$ cat src/rtl/amp_seq_pkg.sv
package amp_seq_pkg;

  typedef enum logic [2:0] {
    MS_SHUT,
    MS_POWERUP,
    MS_PLAY,
    MS_RAMPDN,
    MS_SLEEP,
    MS_WAKE,
    MS_FAULT
  } mode_e;

  function automatic int max_int(input int a, input int b);
    return (a > b) ? a : b;
  endfunction

endpackage

$ cat src/rtl/amp_tick_timer.sv
module amp_tick_timer #(
  parameter int CW = 11
) (
  input  logic          clk,
  input  logic          rst,
  input  logic          tick,
  input  logic          clr,
  input  logic [CW-1:0] limit,
  output logic          done
);

  logic [CW-1:0] cnt;

  // done fires on the tick that completes 'limit' counted ticks
  assign done = tick && (cnt == limit - CW'(1));

  always_ff @(posedge clk) begin
    if (rst || clr) cnt <= '0;
    else if (tick)  cnt <= cnt + CW'(1);
  end

endmodule

$ cat src/rtl/amp_ot_detect.sv
module amp_ot_detect #(
  parameter int TEMP_W   = 8,
  parameter int HOT_TRIP = 150,
  parameter int HOT_HYST = 15
) (
  input  logic              clk,
  input  logic              rst,
  input  logic [TEMP_W-1:0] temp_code,
  output logic              hot
);

  localparam logic [TEMP_W-1:0] TRIP_LVL = TEMP_W'(HOT_TRIP);
  localparam logic [TEMP_W-1:0] CLR_LVL  = TEMP_W'(HOT_TRIP - HOT_HYST);

  always_ff @(posedge clk) begin
    if (rst)      hot <= 1'b0;
    else if (hot) hot <= (temp_code > CLR_LVL);
    else          hot <= (temp_code >= TRIP_LVL);
  end

endmodule

$ cat src/rtl/amp_mode_fsm.sv
module amp_mode_fsm
  import amp_seq_pkg::*;
#(
  parameter int CW             = 11,
  parameter int RAMP_TICKS     = 10,
  parameter int GUARD_TICKS    = 1,
  parameter int ACTIVE_TICKS   = 25,
  parameter int WAKE_TICKS     = 1,
  parameter int DC_HOLD_TICKS  = 650,
  parameter int HOT_HOLD_TICKS = 1300
) (
  input  logic          clk,
  input  logic          rst,
  input  logic          shut_req,
  input  logic          flt_dc,
  input  logic          flt_hot,
  input  logic          sleep_req,
  input  logic          mute_req,
  input  logic          tmr_done,
  output logic          tmr_clr,
  output logic [CW-1:0] tmr_limit,
  output logic          sw_en,
  output logic          vol_up,
  output logic          fault_n
);

  mode_e st, nxt;
  logic  ramp_to_shut;
  logic  hold_long;
  logic  flt_any;

  assign flt_any = flt_dc || flt_hot;

  always_comb begin
    nxt = st;
    unique case (st)
      MS_SHUT:    if (!shut_req) nxt = MS_POWERUP;
      MS_POWERUP: begin
        if (shut_req)      nxt = MS_SHUT;
        else if (flt_any)  nxt = MS_FAULT;
        else if (tmr_done) nxt = MS_PLAY;
      end
      MS_PLAY: begin
        if (shut_req)       nxt = MS_RAMPDN;
        else if (flt_any)   nxt = MS_FAULT;
        else if (sleep_req) nxt = MS_RAMPDN;
      end
      MS_RAMPDN: begin
        if (!ramp_to_shut && !shut_req && flt_any) nxt = MS_FAULT;
        else if (tmr_done) nxt = (ramp_to_shut || shut_req) ? MS_SHUT : MS_SLEEP;
      end
      MS_SLEEP: begin
        if (shut_req)        nxt = MS_SHUT;
        else if (flt_any)    nxt = MS_FAULT;
        else if (!sleep_req) nxt = MS_WAKE;
      end
      MS_WAKE: begin
        if (shut_req)       nxt = MS_SHUT;
        else if (flt_any)   nxt = MS_FAULT;
        else if (sleep_req) nxt = MS_SLEEP;
        else if (tmr_done)  nxt = MS_PLAY;
      end
      MS_FAULT: begin
        if (shut_req)      nxt = MS_SHUT;
        else if (tmr_done) nxt = MS_WAKE;
      end
      default: nxt = MS_SHUT;
    endcase
  end

  assign tmr_clr = (nxt != st);

  always_comb begin
    unique case (st)
      MS_POWERUP: tmr_limit = CW'(ACTIVE_TICKS);
      MS_RAMPDN:  tmr_limit = CW'(RAMP_TICKS + GUARD_TICKS);
      MS_WAKE:    tmr_limit = CW'(WAKE_TICKS);
      MS_FAULT:   tmr_limit = hold_long ? CW'(HOT_HOLD_TICKS) : CW'(DC_HOLD_TICKS);
      default:    tmr_limit = CW'(1);
    endcase
  end

  always_ff @(posedge clk) begin
    if (rst) begin
      st           <= MS_SHUT;
      ramp_to_shut <= 1'b0;
      hold_long    <= 1'b0;
      sw_en        <= 1'b0;
      vol_up       <= 1'b0;
      fault_n      <= 1'b1;
    end else begin
      st <= nxt;
      if (nxt == MS_RAMPDN)
        ramp_to_shut <= (st == MS_RAMPDN) ? (ramp_to_shut || shut_req) : shut_req;
      else
        ramp_to_shut <= 1'b0;
      if (nxt == MS_FAULT && st != MS_FAULT)
        hold_long <= flt_hot;
      sw_en   <= (nxt == MS_PLAY) || (nxt == MS_RAMPDN);
      vol_up  <= (nxt == MS_PLAY) && !mute_req;
      fault_n <= (nxt != MS_FAULT);
    end
  end

endmodule

$ cat src/rtl/amp_mode_seq.sv
module amp_mode_seq
  import amp_seq_pkg::*;
#(
  parameter int RAMP_TICKS     = 10,
  parameter int GUARD_TICKS    = 1,
  parameter int ACTIVE_TICKS   = 25,
  parameter int WAKE_TICKS     = 1,
  parameter int DC_HOLD_TICKS  = 650,
  parameter int HOT_HOLD_TICKS = 1300,
  parameter int TEMP_W         = 8,
  parameter int HOT_TRIP       = 150,
  parameter int HOT_HYST       = 15
) (
  input  logic              clk,
  input  logic              rst,
  input  logic              ms_tick,
  input  logic              shdn_pin_n,
  input  logic              shdn_reg_n,
  input  logic              sleep_req,
  input  logic              mute_req,
  input  logic              dc_err,
  input  logic              oc_err,
  input  logic [TEMP_W-1:0] temp_code,
  output logic              sw_en,
  output logic              vol_up,
  output logic              fault_n
);

  localparam int MAX_LIM = max_int(max_int(RAMP_TICKS + GUARD_TICKS, ACTIVE_TICKS),
                                   max_int(max_int(WAKE_TICKS, DC_HOLD_TICKS), HOT_HOLD_TICKS));
  localparam int CW = $clog2(MAX_LIM + 1);

  logic          shut_req;
  logic          ot_hot;
  logic          tmr_clr;
  logic          tmr_done;
  logic [CW-1:0] tmr_limit;

  assign shut_req = !shdn_pin_n || !shdn_reg_n;

  amp_ot_detect #(
    .TEMP_W  (TEMP_W),
    .HOT_TRIP(HOT_TRIP),
    .HOT_HYST(HOT_HYST)
  ) u_ot (
    .clk      (clk),
    .rst      (rst),
    .temp_code(temp_code),
    .hot      (ot_hot)
  );

  amp_tick_timer #(.CW(CW)) u_tmr (
    .clk  (clk),
    .rst  (rst),
    .tick (ms_tick),
    .clr  (tmr_clr),
    .limit(tmr_limit),
    .done (tmr_done)
  );

  amp_mode_fsm #(
    .CW            (CW),
    .RAMP_TICKS    (RAMP_TICKS),
    .GUARD_TICKS   (GUARD_TICKS),
    .ACTIVE_TICKS  (ACTIVE_TICKS),
    .WAKE_TICKS    (WAKE_TICKS),
    .DC_HOLD_TICKS (DC_HOLD_TICKS),
    .HOT_HOLD_TICKS(HOT_HOLD_TICKS)
  ) u_fsm (
    .clk      (clk),
    .rst      (rst),
    .shut_req (shut_req),
    .flt_dc   (dc_err),
    .flt_hot  (oc_err || ot_hot),
    .sleep_req(sleep_req),
    .mute_req (mute_req),
    .tmr_done (tmr_done),
    .tmr_clr  (tmr_clr),
    .tmr_limit(tmr_limit),
    .sw_en    (sw_en),
    .vol_up   (vol_up),
    .fault_n  (fault_n)
  );

endmodule

$ cat config.mk
export PLATFORM = sky130hd
export DESIGN_NAME = amp_mode_seq
export DESIGN_NICKNAME = d
export VERILOG_FILES = /design/src/rtl/amp_seq_pkg.sv /design/src/rtl/amp_tick_timer.sv /design/src/rtl/amp_ot_detect.sv /design/src/rtl/amp_mode_fsm.sv /design/src/rtl/amp_mode_seq.sv
export SDC_FILE = /design/constraint.sdc
export NUM_CORES = 1
export LEC_CHECK = 0
export BUFFER_PORTS_ARGS = -buffer_cell sky130_fd_sc_hd__buf_2
export CORE_MARGIN = 5
export CORE_UTILIZATION = 60
export DETAILED_ROUTE_END_ITERATION = 8
export PLACE_DENSITY = 0.92
export SLEW_MARGIN = 0
export SYNTH_ARGS = -nofsm -noshare
export SYNTH_HDL_FRONTEND = slang
export SYNTH_SLANG_ARGS = --single-unit
$ cat constraint.sdc
create_clock -name clk -period 6.2 [get_ports clk]
set_input_delay 0.62 -clock clk [delete_from_list [all_inputs] [get_ports clk]]
set_output_delay 0.62 -clock clk [all_outputs]
set_load 0.1 [all_outputs]
==> impl_metrics.json <==
{
  "fill_cells": 187,
  "path_cells": "inv_1 > and3_1 > o21ai_0 > ha_1 > xnor2_1 > or4b_1 > a2111o_1 > a211oi_2 > nand3_2 > o31a_1 > o311a_1 > nor2_2 > nor3_1",
  "cp-startpoint": "u_fsm.st[0]",
  "drt_iter0_drc": 54,
  "io_pins": 20,
  "viasPerCell": 6.463,
  "critPathTopFamily": "compound AO/OA/AOI/OAI gates",
  "yosys.area.top_type": "dfxtp_1",
  "p_int_mw": 0.2095,
  "via_count": 1396,
  "regToRegEndpoint": "u_tmr.cnt[7]",
  "cap_viol_max_count": 0,
  "drive_above_1_share": 0.2312,
  "overflow": 0,
  "hold_viol_final": 0,
  "clockBufferDepth": 2,
  "fin_tns_setup_ps": 0,
  "rsz0062_at_grt": "no",
  "nets": 206,
  "grt_pass1_wl_mm": 5.727,
  "grt_start_max_net_pins": 21,
  "synth_fp_nets": 191,
  "synth_cell_types": 54,
  "dp_hpwl_mm": 2.583,
  "postCtsResizedCells": 0,
  "ctsHoldBuffers": 0,
  "ir_drop_mv": 0.1578,
  "multi_input_area_um2": 994.7,
  "synth_ff_type": "dfxtp_1",
  "timing.fmax_ghz": 0.2276,
  "switching_share": 0.3573,
  "outcome": "complete, no violations",
  "setup_viol": 0,
  "regToRegSetupSlack_ps": 1810,
  "seqCellArea_um2": 400.4,
  "drt_wl_total_mm": 3.511,
  "diodes": 0,
  "syn_area_per_cell_um2": 8.533,
  "worstHoldPathType": "primary input to flop",
  "slew_headroom": 0.5073,
  "clk_latency_ps": 320,
  "clk_pin_slew_ps": 120,
  "cts_buffers": 3,
  "postCtsSetupRepairBufs": 0,
  "cp_max_fo": 11,
  "postRouteAntennaNets": 0,
  "grt_pass1_vias": 1341,
  "firstDrtPassIters": 5,
  "synth_area_um2": 1468,
  "grt_busiest_layer": "met2",
  "muxShareOfSynthArea": 0.02217,
  "final_max_slew_viol_count": 0,
  "period_share": 0.7087,
  "synth_top_family_by_area": "simple AND/OR/NAND/NOR gates",
  "grt_use_met1": 0.2589,
  "die_w_um": 59.46,
  "max_stage_delay_ps": 560,
  "synth-simple-area-share": 0.3333,
  "met2_usage": 0.3463,
  "cts_sinks": 20,
  "cp-endpoint": "u_tmr.cnt[7]",
  "worst-path-buf-inv": 1,
  "worst_slew_pin_slew_ps": 736.9,
  "leakage_nw": 0.6138,
  "synth.top_cells.by_area": "dfxtp_1 27%, nor3_2 6.8%, xor2_1 4.8%, xnor2_1 4.2%, nand2_1 3.3%",
  "finClkSkew_ps": 8.127,
  "start_kind": "flop",
  "antenna_found_initial": 0,
  "crit_required_ps": 6390,
  "synth-xor-area-share": 0.08951,
  "dieHeight_um": 59.46,
  "areaGrowthSynthToFinish_pct": 7.758,
  "gp_congestion": 0.9127,
  "p_switching_mw": 0.1164,
  "end_kind": "flop",
  "portBuffers": 18,
  "yosys.area_share.adder": 0.01705,
  "globalRouteMet3Util": 0.03268,
  "syn_inst": 172,
  "cp.depth": 13,
  "yosysWarnings": 0,
  "htreeDepth": 1,
  "route.detailed.drc": 0,
  "clock_power_share": 0.242,
  "r2r-start": "u_fsm.st[0]",
  "cts-root-buf": "clkbuf_4",
  "routedWlPerCell_um": 16.25,
  "slowest_stage": "dfxtp_1",
  "period_minus_slack_ps": 4394,
  "synth_compound_area_frac": 0.2157,
  "track_usage": 0.2064,
  "powerDensity_nw_per_um2": 206.1,
  "arrival_ps": 4580,
  "p_comb_frac": 0.310,
  "synth_common_cells": "20 x dfxtp_1, 13 x nand2_1, 12 x nor2_1",
  "cts_tree": "done",
  "start_util": 0.6090,
  "power_mw": 0.3259,
  "core_um2": 2410,
  "synth_top_area_share": 0.2728,
  "ys_ff_latch": 20,
  "dieArea_um2": 3535,
  "seqPwrFrac": 0.448,
  "rows": 18,
  "ys_seq_area_frac": 0.2728,
  "r2r_cells": 13,
  "synth_edf_count": 0,
  "critPathKind": "flop to flop",
  "ys_async_sr_fraction": 0,
  "yosysMostFrequentCell": "dfxtp_1"
}
==> layout by cell type (no fill, tap or decap), types with 4 or more instances in the layout <==
master / n
nor2b_1: 4
and3_1: 6
nor3_1: 6
o21ai_0: 4
and2_1: 4
nand2_1: 13
nor3_2: 10
nor2_1: 12
nand4_1: 5
a21oi_1: 9
dfxtp_1: 20
xor2_1: 8
inv_1: 6
buf_2: 18
xnor2_1: 7
==> power groups by stage <==
stage | Clock (mW) | Combinational (mW) | Sequential [mW]
2_1_floorplan | 0 | 0.0866 | 0.144
3_3_place_gp | 0 | 0.0955 | 0.148
3_5_place_dp | 0 | 0.0990 | 0.148
4_1_cts | 0.0773 | 0.0997 | 0.145
5_1_grt | 0.0818 | 0.108 | 0.147
6_report | 0.0788 | 0.101 | 0.146
==> metal layers <==
layer | vias up | wire length [um]
li1 | 659 | -
met1 | 666 | 1521
met2 | 61 | 1749
met3 | 10 | 184
met4 | 0 | 55
met5 | - | 0
==> state kept, by name, indices dropped and copies added, names as in the netlist <==
signal              flops
u_fsm.fault_n           1
u_fsm.hold_long         1
u_fsm.vol_up            1
u_fsm.st                3
u_tmr.cnt              11
u_ot.hot                1
u_fsm.ramp_to_shut      1
u_fsm.sw_en             1
==> per-stage QoR <==
| stage | hold WS, ps | utilization | setup slack, ps | cells | area, um2 |
|---|---|---|---|---|---|
| after floorplan | 527.7 | - | 2477 | 172 | 1468 |
| after global placement | 552.6 | 0.6412 | 2052 | 212 | 1545 |
| after detailed placement | 572.3 | 0.6412 | 1923 | 212 | 1545 |
| after CTS | 472.8 | 0.6563 | 1895 | 216 | 1582 |
| after global routing | 470.2 | 0.6563 | 1610 | 216 | 1582 |
| final | 462.1 | 0.6563 | 1806 | 216 | 1582 |
==> cells by family (layout without fill, tap and decap cells) <==
group                    Yosys count  in the layout
flip-flops                        20             20
multiplexers                       2              2
XOR/XNOR                          15             15
AO/OA/AOI/OAI                     40             40
AND/OR/NAND/NOR                   79             79
adder cells (fa/ha/maj)            2              2
buffers and inverters             14             28
==> how the worst min path moves through the flow <==
| stage | start | to | slack, ps | cells after the start |
|---|---|---|---|---|
| floorplan | u_tmr.cnt[5] | u_tmr.cnt[5] | 530 | 2 |
| global placement | u_tmr.cnt[10] | u_tmr.cnt[10] | 550 | 2 |
| detailed placement | u_tmr.cnt[10] | u_tmr.cnt[10] | 570 | 2 |
| CTS | mute_req | u_fsm.vol_up | 470 | 2 |
| global route | mute_req | u_fsm.vol_up | 470 | 2 |
| finish | mute_req | u_fsm.vol_up | 460 | 2 |
==> area by class of cell <==
cell class,instances,area share
tap,30,0.02373
clock buffer,4,0.02294
inverter,6,0.01424
sequential,20,0.2532
timing repair buffer,18,0.05696
multi-input combinational,138,0.6290
(Power assumes the default switching activity.)
